## src/rtl/wrap_accum_pkg.sv

```systemverilog
package wrap_accum_pkg;

    // Controller states
    typedef enum logic [1:0] {
        ST_EMPTY   = 2'd0,  // cleared, nothing accepted
        ST_CLEAN   = 2'd1,  // samples accepted, no overflow so far
        ST_WRAPPED = 2'd2   // at least one addition overflowed
    } acc_state_t;

endpackage

```

## src/rtl/wa_sign_adder.sv

```systemverilog
// Narrow two's complement adder; overflow from the carries around the sign bit.
module wa_sign_adder #(
    parameter int W = 8
) (
    input  logic [W-1:0] a_in,
    input  logic [W-1:0] b_in,
    output logic [W-1:0] sum_out,
    output logic         ovf
);
    localparam int LOW_W = W - 1;

    logic [LOW_W:0] low_sum;   // magnitude bits plus carry into sign
    logic           c_sign;
    logic [1:0]     top_sum;   // sign bit plus carry out

    always_comb begin
        low_sum = {1'b0, a_in[LOW_W-1:0]} + {1'b0, b_in[LOW_W-1:0]};
        c_sign  = low_sum[LOW_W];
        top_sum = {1'b0, a_in[W-1]} + {1'b0, b_in[W-1]} + {1'b0, c_sign};
        sum_out = {top_sum[0], low_sum[LOW_W-1:0]};
        ovf     = c_sign ^ top_sum[1];
    end
endmodule

```

## src/rtl/wa_guard_acc.sv

```systemverilog
// Wide accumulator that never overflows within its sample budget.
module wa_guard_acc #(
    parameter int W = 8,
    parameter int G = 16
) (
    input  logic         clk,
    input  logic         clr,
    input  logic         en,
    input  logic [W-1:0] smp,
    output logic [G-1:0] acc
);
    localparam int EXT = G - W;

    logic [G-1:0] smp_ext;
    logic [G-1:0] acc_q;

    generate
        if (EXT == 0) begin : g_noext
            assign smp_ext = smp;
        end else begin : g_ext
            assign smp_ext = {{EXT{smp[W-1]}}, smp};
        end
    endgenerate

    always_ff @(posedge clk) begin
        if (clr)
            acc_q <= '0;
        else if (en)
            acc_q <= acc_q + smp_ext;
    end

    assign acc = acc_q;
endmodule

```

## src/rtl/wa_ctrl.sv

```systemverilog
// Overflow tracking controller.
module wa_ctrl
    import wrap_accum_pkg::*;
(
    input  logic clk,
    input  logic clr,
    input  logic take,
    input  logic add_ovf,
    output logic acc_en,
    output logic step_ovf,
    output logic ovf_seen
);
    acc_state_t state_q, state_d;
    logic       step_q;

    // State register
    always_ff @(posedge clk) begin
        if (clr)
            state_q <= ST_EMPTY;
        else
            state_q <= state_d;
    end

    // Next state
    always_comb begin
        state_d = state_q;
        unique case (state_q)
            ST_EMPTY: begin
                if (take)
                    state_d = add_ovf ? ST_WRAPPED : ST_CLEAN;
            end
            ST_CLEAN: begin
                if (take && add_ovf)
                    state_d = ST_WRAPPED;
            end
            ST_WRAPPED: state_d = ST_WRAPPED;
            default:    state_d = ST_EMPTY;
        endcase
    end

    // Per-addition flag, one cycle after the sample
    always_ff @(posedge clk) begin
        if (clr)
            step_q <= 1'b0;
        else
            step_q <= take & add_ovf;
    end

    // Outputs
    always_comb begin
        acc_en   = take & ~clr;
        step_ovf = step_q;
        ovf_seen = (state_q == ST_WRAPPED);
    end
endmodule

```

## src/rtl/wrap_accum.sv

```systemverilog
// Wrapping accumulator with exact guard sum and final-result check.
module wrap_accum #(
    parameter int SAMPLE_W    = 8,
    parameter int MAX_SAMPLES = 256,
    localparam int GUARD_W    = SAMPLE_W + $clog2(MAX_SAMPLES)
) (
    input  logic                clk,
    input  logic                clr,
    input  logic                in_vld,
    input  logic [SAMPLE_W-1:0] in_smp,
    output logic [SAMPLE_W-1:0] sum_wrap,
    output logic                step_ovf,
    output logic                ovf_seen,
    output logic [GUARD_W-1:0]  sum_full,
    output logic                total_ok
);
    localparam int EXT = GUARD_W - SAMPLE_W;

    logic [SAMPLE_W-1:0] wrap_q;
    logic [SAMPLE_W-1:0] add_sum;
    logic                add_ovf;
    logic                acc_en;

    wa_sign_adder #(.W(SAMPLE_W)) u_add (
        .a_in   (wrap_q),
        .b_in   (in_smp),
        .sum_out(add_sum),
        .ovf    (add_ovf)
    );

    wa_ctrl u_ctrl (
        .clk     (clk),
        .clr     (clr),
        .take    (in_vld),
        .add_ovf (add_ovf),
        .acc_en  (acc_en),
        .step_ovf(step_ovf),
        .ovf_seen(ovf_seen)
    );

    wa_guard_acc #(.W(SAMPLE_W), .G(GUARD_W)) u_guard (
        .clk(clk),
        .clr(clr),
        .en (acc_en),
        .smp(in_smp),
        .acc(sum_full)
    );

    always_ff @(posedge clk) begin
        if (clr)
            wrap_q <= '0;
        else if (acc_en)
            wrap_q <= add_sum;
    end

    assign sum_wrap = wrap_q;

    // Final total is right when the narrow sum, sign-extended, is the exact sum
    generate
        if (EXT == 0) begin : g_same
            assign total_ok = 1'b1;
        end else begin : g_cmp
            assign total_ok = (sum_full == {{EXT{wrap_q[SAMPLE_W-1]}}, wrap_q});
        end
    endgenerate
endmodule

```

## config.mk

```make
export PLATFORM = sky130hd
export DESIGN_NAME = wrap_accum
export DESIGN_NICKNAME = d
export VERILOG_FILES = /design/src/rtl/wrap_accum_pkg.sv /design/src/rtl/wa_sign_adder.sv /design/src/rtl/wa_guard_acc.sv /design/src/rtl/wa_ctrl.sv /design/src/rtl/wrap_accum.sv
export SDC_FILE = /design/constraint.sdc
export NUM_CORES = 1
export LEC_CHECK = 0
export ABC_AREA = 1
export BUFFER_PORTS_ARGS = -buffer_cell sky130_fd_sc_hd__buf_4
export CORE_MARGIN = 1.5
export CORE_UTILIZATION = 40
export CTS_BUF_LIST = sky130_fd_sc_hd__clkbuf_4 sky130_fd_sc_hd__clkbuf_8
export DETAILED_ROUTE_END_ITERATION = 6
export GPL_TIMING_DRIVEN = 1
export HOLD_SLACK_MARGIN = 0.06
export PLACE_DENSITY = 0.64
export SKIP_CTS_REPAIR_TIMING = 1
export SLEW_MARGIN = 20
export SYNTH_ARGS = -nofsm -noshare
export SYNTH_HDL_FRONTEND = slang
export SYNTH_SLANG_ARGS = --single-unit
```

## constraint.sdc

```tcl
create_clock -name clk -period 2.05 [get_ports clk]
set_input_delay 0.1025 -clock clk [delete_from_list [all_inputs] [get_ports clk]]
set_output_delay 0.1025 -clock clk [all_outputs]
set_load 0.005 [all_outputs]
```

==> results.json, run 1 <==
{
  "status": "completed",
  "grt_max_degree": 19,
  "cts_tree": "done",
  "cts_sinks": 27,
  "drive_gt1_share_pct": 18.5,
  "synth_top_area_share_pct": 22.4,
  "clockBufferDepth": 2,
  "period_share_pct": 93.3,
  "dr.pass1.iters": 4,
  "power_w": 0.00198,
  "antenna_found_initial": 0,
  "cts-buffers-inserted": 3,
  "p_int_w": 0.00116,
  "required_ns": 2.24,
  "nets": 457,
  "power_density_mw_per_mm2": 677,
  "startpoint_type": "flip-flop",
  "dr_total_vias": 2467,
  "drc": 0,
  "htreeDepth": 1,
  "finClkSkew_ns": 0.00367,
  "routedWlPerCell_um": 13.1,
  "gp_congestion": 0.898,
  "clk_pin_slew_ns": 0.11,
  "pre_cts_slack_ns": -0.0268,
  "start_util_pct": 41.2,
  "hold_viol": 0,
  "critPathKind": "reg -> reg",
  "rows": 28,
  "fmax_mhz": 523,
  "coreArea_mm2": 0.00585,
  "dieWidth_um": 80.6,
  "max_slew.worst_pin.slew_ns": 0.602,
  "syn_area_mm2": 0.00241,
  "cap_violations": 0,
  "drv_slew": 0,
  "maxSlewHeadroom_pct": 59.6,
  "num_antenna_cells": 0,
  "fill_cells": 587,
  "rsz0062_at_grt": "no",
  "p_sw_w": 0.000817,
  "die-area_mm2": 0.00650,
  "pwr-share-comb_pct": 48.7,
  "setup_viol": 0,
  "arrival_ns": 2.10,
  "seqPwrFrac_pct": 34.5,
  "synth-seq-cells": 27,
  "cts_root_buf": "clkbuf_8",
  "min_period_ns": 1.91,
  "p_leak_nw": 1.51,
  "worstPathMaxFanout": 4,
  "hp-class": "in -> reg",
  "portBuffers": 37,
  "ios": 38,
  "drt_iter0_drc": 131,
  "yosys.area.top_type": "dfxtp_1",
  "viasPerCell": 5.02,
  "clock_latency_ns": 0.28,
  "final_util_pct": 49.9,
  "grt_pass1_wl_um": 10800,
  "yosys_warnings": 0,
  "swShare_pct": 41.3,
  "synthTopCellsByArea": "dfxtp_1 (22%), nand2_1 (14%), ha_1 (13%), inv_1 (8.9%), nand3_1 (6.0%)",
  "dp_hpwl_um": 4940,
  "peakVddDrop_mv": 0.441,
  "grt_pass1_vias": 2332,
  "synth.distinct_cells": 35,
  "synth_fp_nets": 408,
  "die_height_um": 80.6,
  "overflow": 0,
  "drt-total-wl_um": 6410,
  "seq_area_frac_synth_pct": 22.4,
  "synthToLayoutAreaGrowth_pct": 21.2,
  "syn_avg_cell_area_um2": 6.55,
  "grt_usage_pct": 21.2,
  "postRouteAntennaNets": 0,
  "fin_ws_ns": 0.138,
  "clockPowerShare_pct": 16.8,
  "syn_inst": 368,
  "cp-end-kind": "flip-flop"
}
layer usage:
metal | vias up | share of wire [%] | global-route usage, %
met5 | - | 0 | 0
met4 | 0 | 1.6 | 6.90
met3 | 14 | 4.8 | 1.93
met2 | 57 | 45 | 35.3
met1 | 1101 | 49 | 28.6
li1 | 1295 | - | -
logic make-up after synthesis:
kind of cell / count (synthesis) / share of synthesized area [%]
AOI/OAI and AO/OA: 59 / 14.4
xor gates and xnor gates: 8 / 2.91
adders and majority gates: 29 / 16.0
buffers and inverters: 64 / 11.1
DFF: 27 / 22.4
and+or+nand+nor: 181 / 33.2
power by group through the flow:
stage               sequential (W)  combinational (W)  clock, W
floorplan                 0.000684           0.000633         0
global placement          0.000688           0.000927         0
detailed placement        0.000688           0.000941         0
CTS                       0.000677           0.000946  0.000340
global route              0.000691            0.00111  0.000364
finish                    0.000681           0.000963  0.000333
synth_stat cells, drive strengths merged:
master / n
or2: 1
a31oi: 2
o31ai: 3
nand3: 32
and2: 3
o21bai: 3
nand2: 100
nor4: 2
inv: 57
fa: 3
a21o: 1
nor2: 28
xnor2: 6
ha: 26
nor3: 5
buf: 3
xor2: 2
nand4: 10
a211oi: 2
a21oi: 25
o21a: 2
clkbuf: 3
o21ai: 19
o32ai: 1
clkinv: 1
dfxtp: 27
a21boi: 1
cell type report:
class / count / area (um^2) / share of cell area (%)
Multi-Input combinational cell: 277 / 1650 / 56.3
Clock buffer: 3 / 41.3 / 1.41
Clock inverter: 1 / 5.00 / 0.171
Timing Repair Buffer: 50 / 375 / 12.8
Inverter: 58 / 218 / 7.45
Sequential cell: 27 / 543 / 18.6
Tap cell: 75 / 93.8 / 3.21
worst max-delay path, stage by stage (launching register included):
cell     delay [ns]
dfxtp_1        0.33
ha_1           0.22
nand2_1        0.08
nand2_1        0.07
a21oi_2        0.21
nand2_2        0.09
fa_2           0.35
inv_1          0.08
nand3_2        0.11
nand3_2        0.10
nand3_1        0.07
nand2_1        0.07
a21oi_2        0.04
metrics by stage:
| stage | cell area, um^2 | hold slack, ns | setup TNS [ns] | cells |
|---|---|---|---|---|
| after floorplan | 2410 | 0.220 | 0 | 368 |
| after global placement | 2820 | 0.390 | 0 | 486 |
| after detailed placement | 2820 | 0.391 | -0.0268 | 486 |
| after CTS | 2870 | 0.0788 | -0.0393 | 490 |
| after global routing | 2920 | 0.0722 | 0 | 491 |
| final | 2920 | 0.0811 | 0 | 491 |
path summary, 6_finish.rpt:
| kind | startpoint | depth (start not counted) | slack [ns] | to |
|---|---|---|---|---|
| min reg2reg | u_guard.acc[7] | 2 | 0.53 | u_guard.acc[7] |
| max reg2reg | sum_wrap[3] | 12 | 0.14 | u_ctrl.state_q[1] |
| max | sum_wrap[3] | 12 | 0.14 | u_ctrl.state_q[1] |
| min | clr | 2 | 0.08 | u_guard.acc[15] |
sequential cells by signal, summed over array words and instances (netlist names):
register and cells:
sum_wrap 8, u_guard.acc 16, u_ctrl.state_q 2, u_ctrl.step_ovf 1
layout by cell type (no fill, tap or decap), types with 5 or more instances in the layout:
| cell type | count |
|---|---|
| a21oi_1 | 22 |
| nand2_2 | 8 |
| nor3_1 | 5 |
| xnor2_1 | 6 |
| nor2_1 | 27 |
| o21ai_0 | 17 |
| dfxtp_1 | 25 |
| buf_4 | 50 |
| ha_1 | 23 |
| nand2_1 | 92 |
| nand3_1 | 29 |
| inv_1 | 57 |
| nand4_1 | 10 |
No activity file was read; power rests on OpenSTA's default activity.
==> run 2: changes to the inputs <==
--- a/config.mk
+++ b/config.mk
@@ -6,7 +6,7 @@
 export NUM_CORES = 1
 export LEC_CHECK = 0
 export ABC_AREA = 1
-export BUFFER_PORTS_ARGS = -buffer_cell sky130_fd_sc_hd__buf_4
+export BUFFER_PORTS_ARGS = -buffer_cell sky130_fd_sc_hd__buf_2
 export CORE_MARGIN = 1.5
 export CORE_UTILIZATION = 40
 export CTS_BUF_LIST = sky130_fd_sc_hd__clkbuf_4 sky130_fd_sc_hd__clkbuf_8
==> run 2 against run 1 <==
  * Critical path depth shrank 1
  * Sequential share of layout area grew 0.65 points
  * Utilization shrank 1.5 points
  * Global-route usage is essentially flat
  * Sequential power grew 0.6%
  * Via count is essentially flat
  * Combinational power shrank 4.7%
  * Worst setup slack lost 0.034 ns
  * Register-to-register slack lost 0.03 ns
  * Largest cell class unchanged
  * Count of clock-buffer cells in the layout grew 1
  * Critical endpoint is now u_ctrl.state_q[0]
  * Clock power grew 4%
==> results.json, run 2 (synthesis gave the netlist of run 1 again) <==
{
  "status": "completed",
  "regArea_um2": 546,
  "setup_viol": 0,
  "cp-end-kind": "flip-flop",
  "hp-start": "clr",
  "finalInstanceArea_mm2": 0.00284,
  "worstPathMaxFanout": 3,
  "drv_slew": 0,
  "grt_usage_pct": 21.2,
  "arrival_ns": 2.16,
  "hold_viol": 0,
  "required_ns": 2.27,
  "clk_pin_slew_ns": 0.11,
  "largest_reg_flops": 16,
  "hold_slack_ns": 0.182,
  "peakVddDrop_mv": 0.364,
  "ios": 38,
  "coreArea_mm2": 0.00585,
  "num_antenna_cells": 0,
  "max_slew.worst_pin.slew_ns": 0.519,
  "cts_tree": "done",
  "p_int_w": 0.00114,
  "cts-buffers-inserted": 3,
  "drt-total-wl_um": 6450,
  "dp_hpwl_um": 4960,
  "die_height_um": 80.6,
  "overflow": 0,
  "cts_root_buf": "clkbuf_8",
  "dr_total_vias": 2468,
  "final_common_cell": "nand2_1",
  "fill_cells": 617,
  "r2r-start": "sum_wrap[5]",
  "portBuffers": 37,
  "start_util_pct": 41.2,
  "finClkSkew_ns": 0.00494,
  "critPathKind": "reg -> reg",
  "fmax_mhz": 514,
  "period_share_pct": 94.9,
  "rows": 28,
  "holdPathStages": 2,
  "drive_gt1_share_pct": 18.9,
  "pre_cts_slack_ns": -0.0252,
  "clockBufferDepth": 2,
  "startpoint_type": "flip-flop",
  "swShare_pct": 41.7,
  "multi_input_area_mm2": 0.00164,
  "dr.pass1.iters": 4,
  "htreeDepth": 1,
  "regToRegEndpoint": "u_ctrl.state_q[0]",
  "power_density_mw_per_mm2": 687,
  "holdPathEnd": "u_guard.acc[15]",
  "cts_sinks": 27,
  "synthToLayoutAreaGrowth_pct": 17.7,
  "grt_pass1_wl_um": 10800,
  "maxSlewHeadroom_pct": 65.4,
  "clock_latency_ns": 0.28,
  "reg2regPathDepth": 11,
  "viasPerCell": 5.02,
  "min_period_ns": 1.95,
  "drt_iter0_drc": 97,
  "clockPowerShare_pct": 17.7,
  "pwr-share-comb_pct": 47.1,
  "p_sw_w": 0.000813,
  "die-area_mm2": 0.00650,
  "nets": 458,
  "fin_ws_ns": 0.104,
  "drc": 0,
  "hp-class": "in -> reg",
  "grt_max_degree": 15,
  "postRouteAntennaNets": 0,
  "gp_congestion": 0.908,
  "cap_violations": 0,
  "seqPwrFrac_pct": 35.2,
  "grt_pass1_vias": 2354,
  "antenna_found_initial": 0,
  "dieWidth_um": 80.6,
  "mostFrequentLayoutCells": "nand2_1 (93), inv_1 (57), buf_2 (37)",
  "r2r_slack_ns": 0.10,
  "place_area_mm2": 0.00273,
  "p_leak_nw": 1.50,
  "routedWlPerCell_um": 13.1
}
==> run 2: cell count changes in the layout (fill, tap and decap cells not counted) <==
cell	previous run	this run
dfxtp_2	2	4
nand2_1	92	93
nand2_2	8	7
buf_4	50	14
clkinv_2	1	0
a21oi_4	0	1
a21oi_2	3	2
buf_2	0	37
dfxtp_1	25	23
ha_2	0	1
clkbuf_4	0	1
ha_4	3	2
==> run 2: worst max-delay path by stage <==
| stage | start | to | slack, ns |
|---|---|---|---|
| 2_1_floorplan | sum_wrap[5] | u_ctrl.state_q[1] | 0.08 |
| 6_report | sum_wrap[5] | u_ctrl.state_q[0] | 0.10 |
| 3_3_place_gp | sum_wrap[6] | u_ctrl.state_q[1] | 0.07 |
| 3_5_place_dp | sum_wrap[6] | u_ctrl.state_q[1] | -0.03 |
| 4_1_cts | sum_wrap[6] | u_ctrl.state_q[1] | -0.04 |
| 5_1_grt | sum_wrap[5] | u_ctrl.state_q[1] | -0.01 |
==> run 2: per-stage QoR <==
| stage | total power, W | util [%] | TNS, ns | cells |
|---|---|---|---|---|
| finish | 0.00195 | 48.5 | 0 | 492 |
| global route | 0.00212 | 48.5 | -0.0201 | 492 |
| CTS | 0.00193 | 47.5 | -0.0724 | 490 |
| detailed placement | 0.00158 | 46.7 | -0.0275 | 486 |
| global placement | 0.00157 | 46.7 | 0 | 486 |
| floorplan | 0.00132 | - | 0 | 368 |
==> run 2: area by class of cell <==
cell class,count,share of cell area (%)
timing repair buffer,51,10.2
multi-input combinational,277,57.8
inverter,58,7.68
tap,75,3.31
clock buffer,4,1.72
sequential,27,19.2
==> run 2: worst max-delay path: stages, from the launching register on <==
cell and delay, ns:
dfxtp_2 0.34, ha_1 0.29, nand2_1 0.10, inv_1 0.07, a21oi_4 0.16, nand2_2 0.08
fa_2 0.35, inv_1 0.07, nand3_2 0.09, nand3_2 0.10, nand3_1 0.07, a21oi_1 0.15
==> run 2: layer usage <==
layer  up-vias  wire, um  track usage, %
li1       1302         -               -
met1      1116      3100            27.8
met2        44      3030            36.0
met3         6       252            2.61
met4         0        60            6.72
met5         -         0               0
==> run 2: power by group through the flow <==
stage	logic (W)	clock network, W	registers, W
finish	0.000918	0.000345	0.000685
floorplan	0.000633	0	0.000684
global route	0.00106	0.000362	0.000696
CTS	0.000895	0.000353	0.000681
global placement	0.000878	0	0.000691
detailed placement	0.000889	0	0.000693
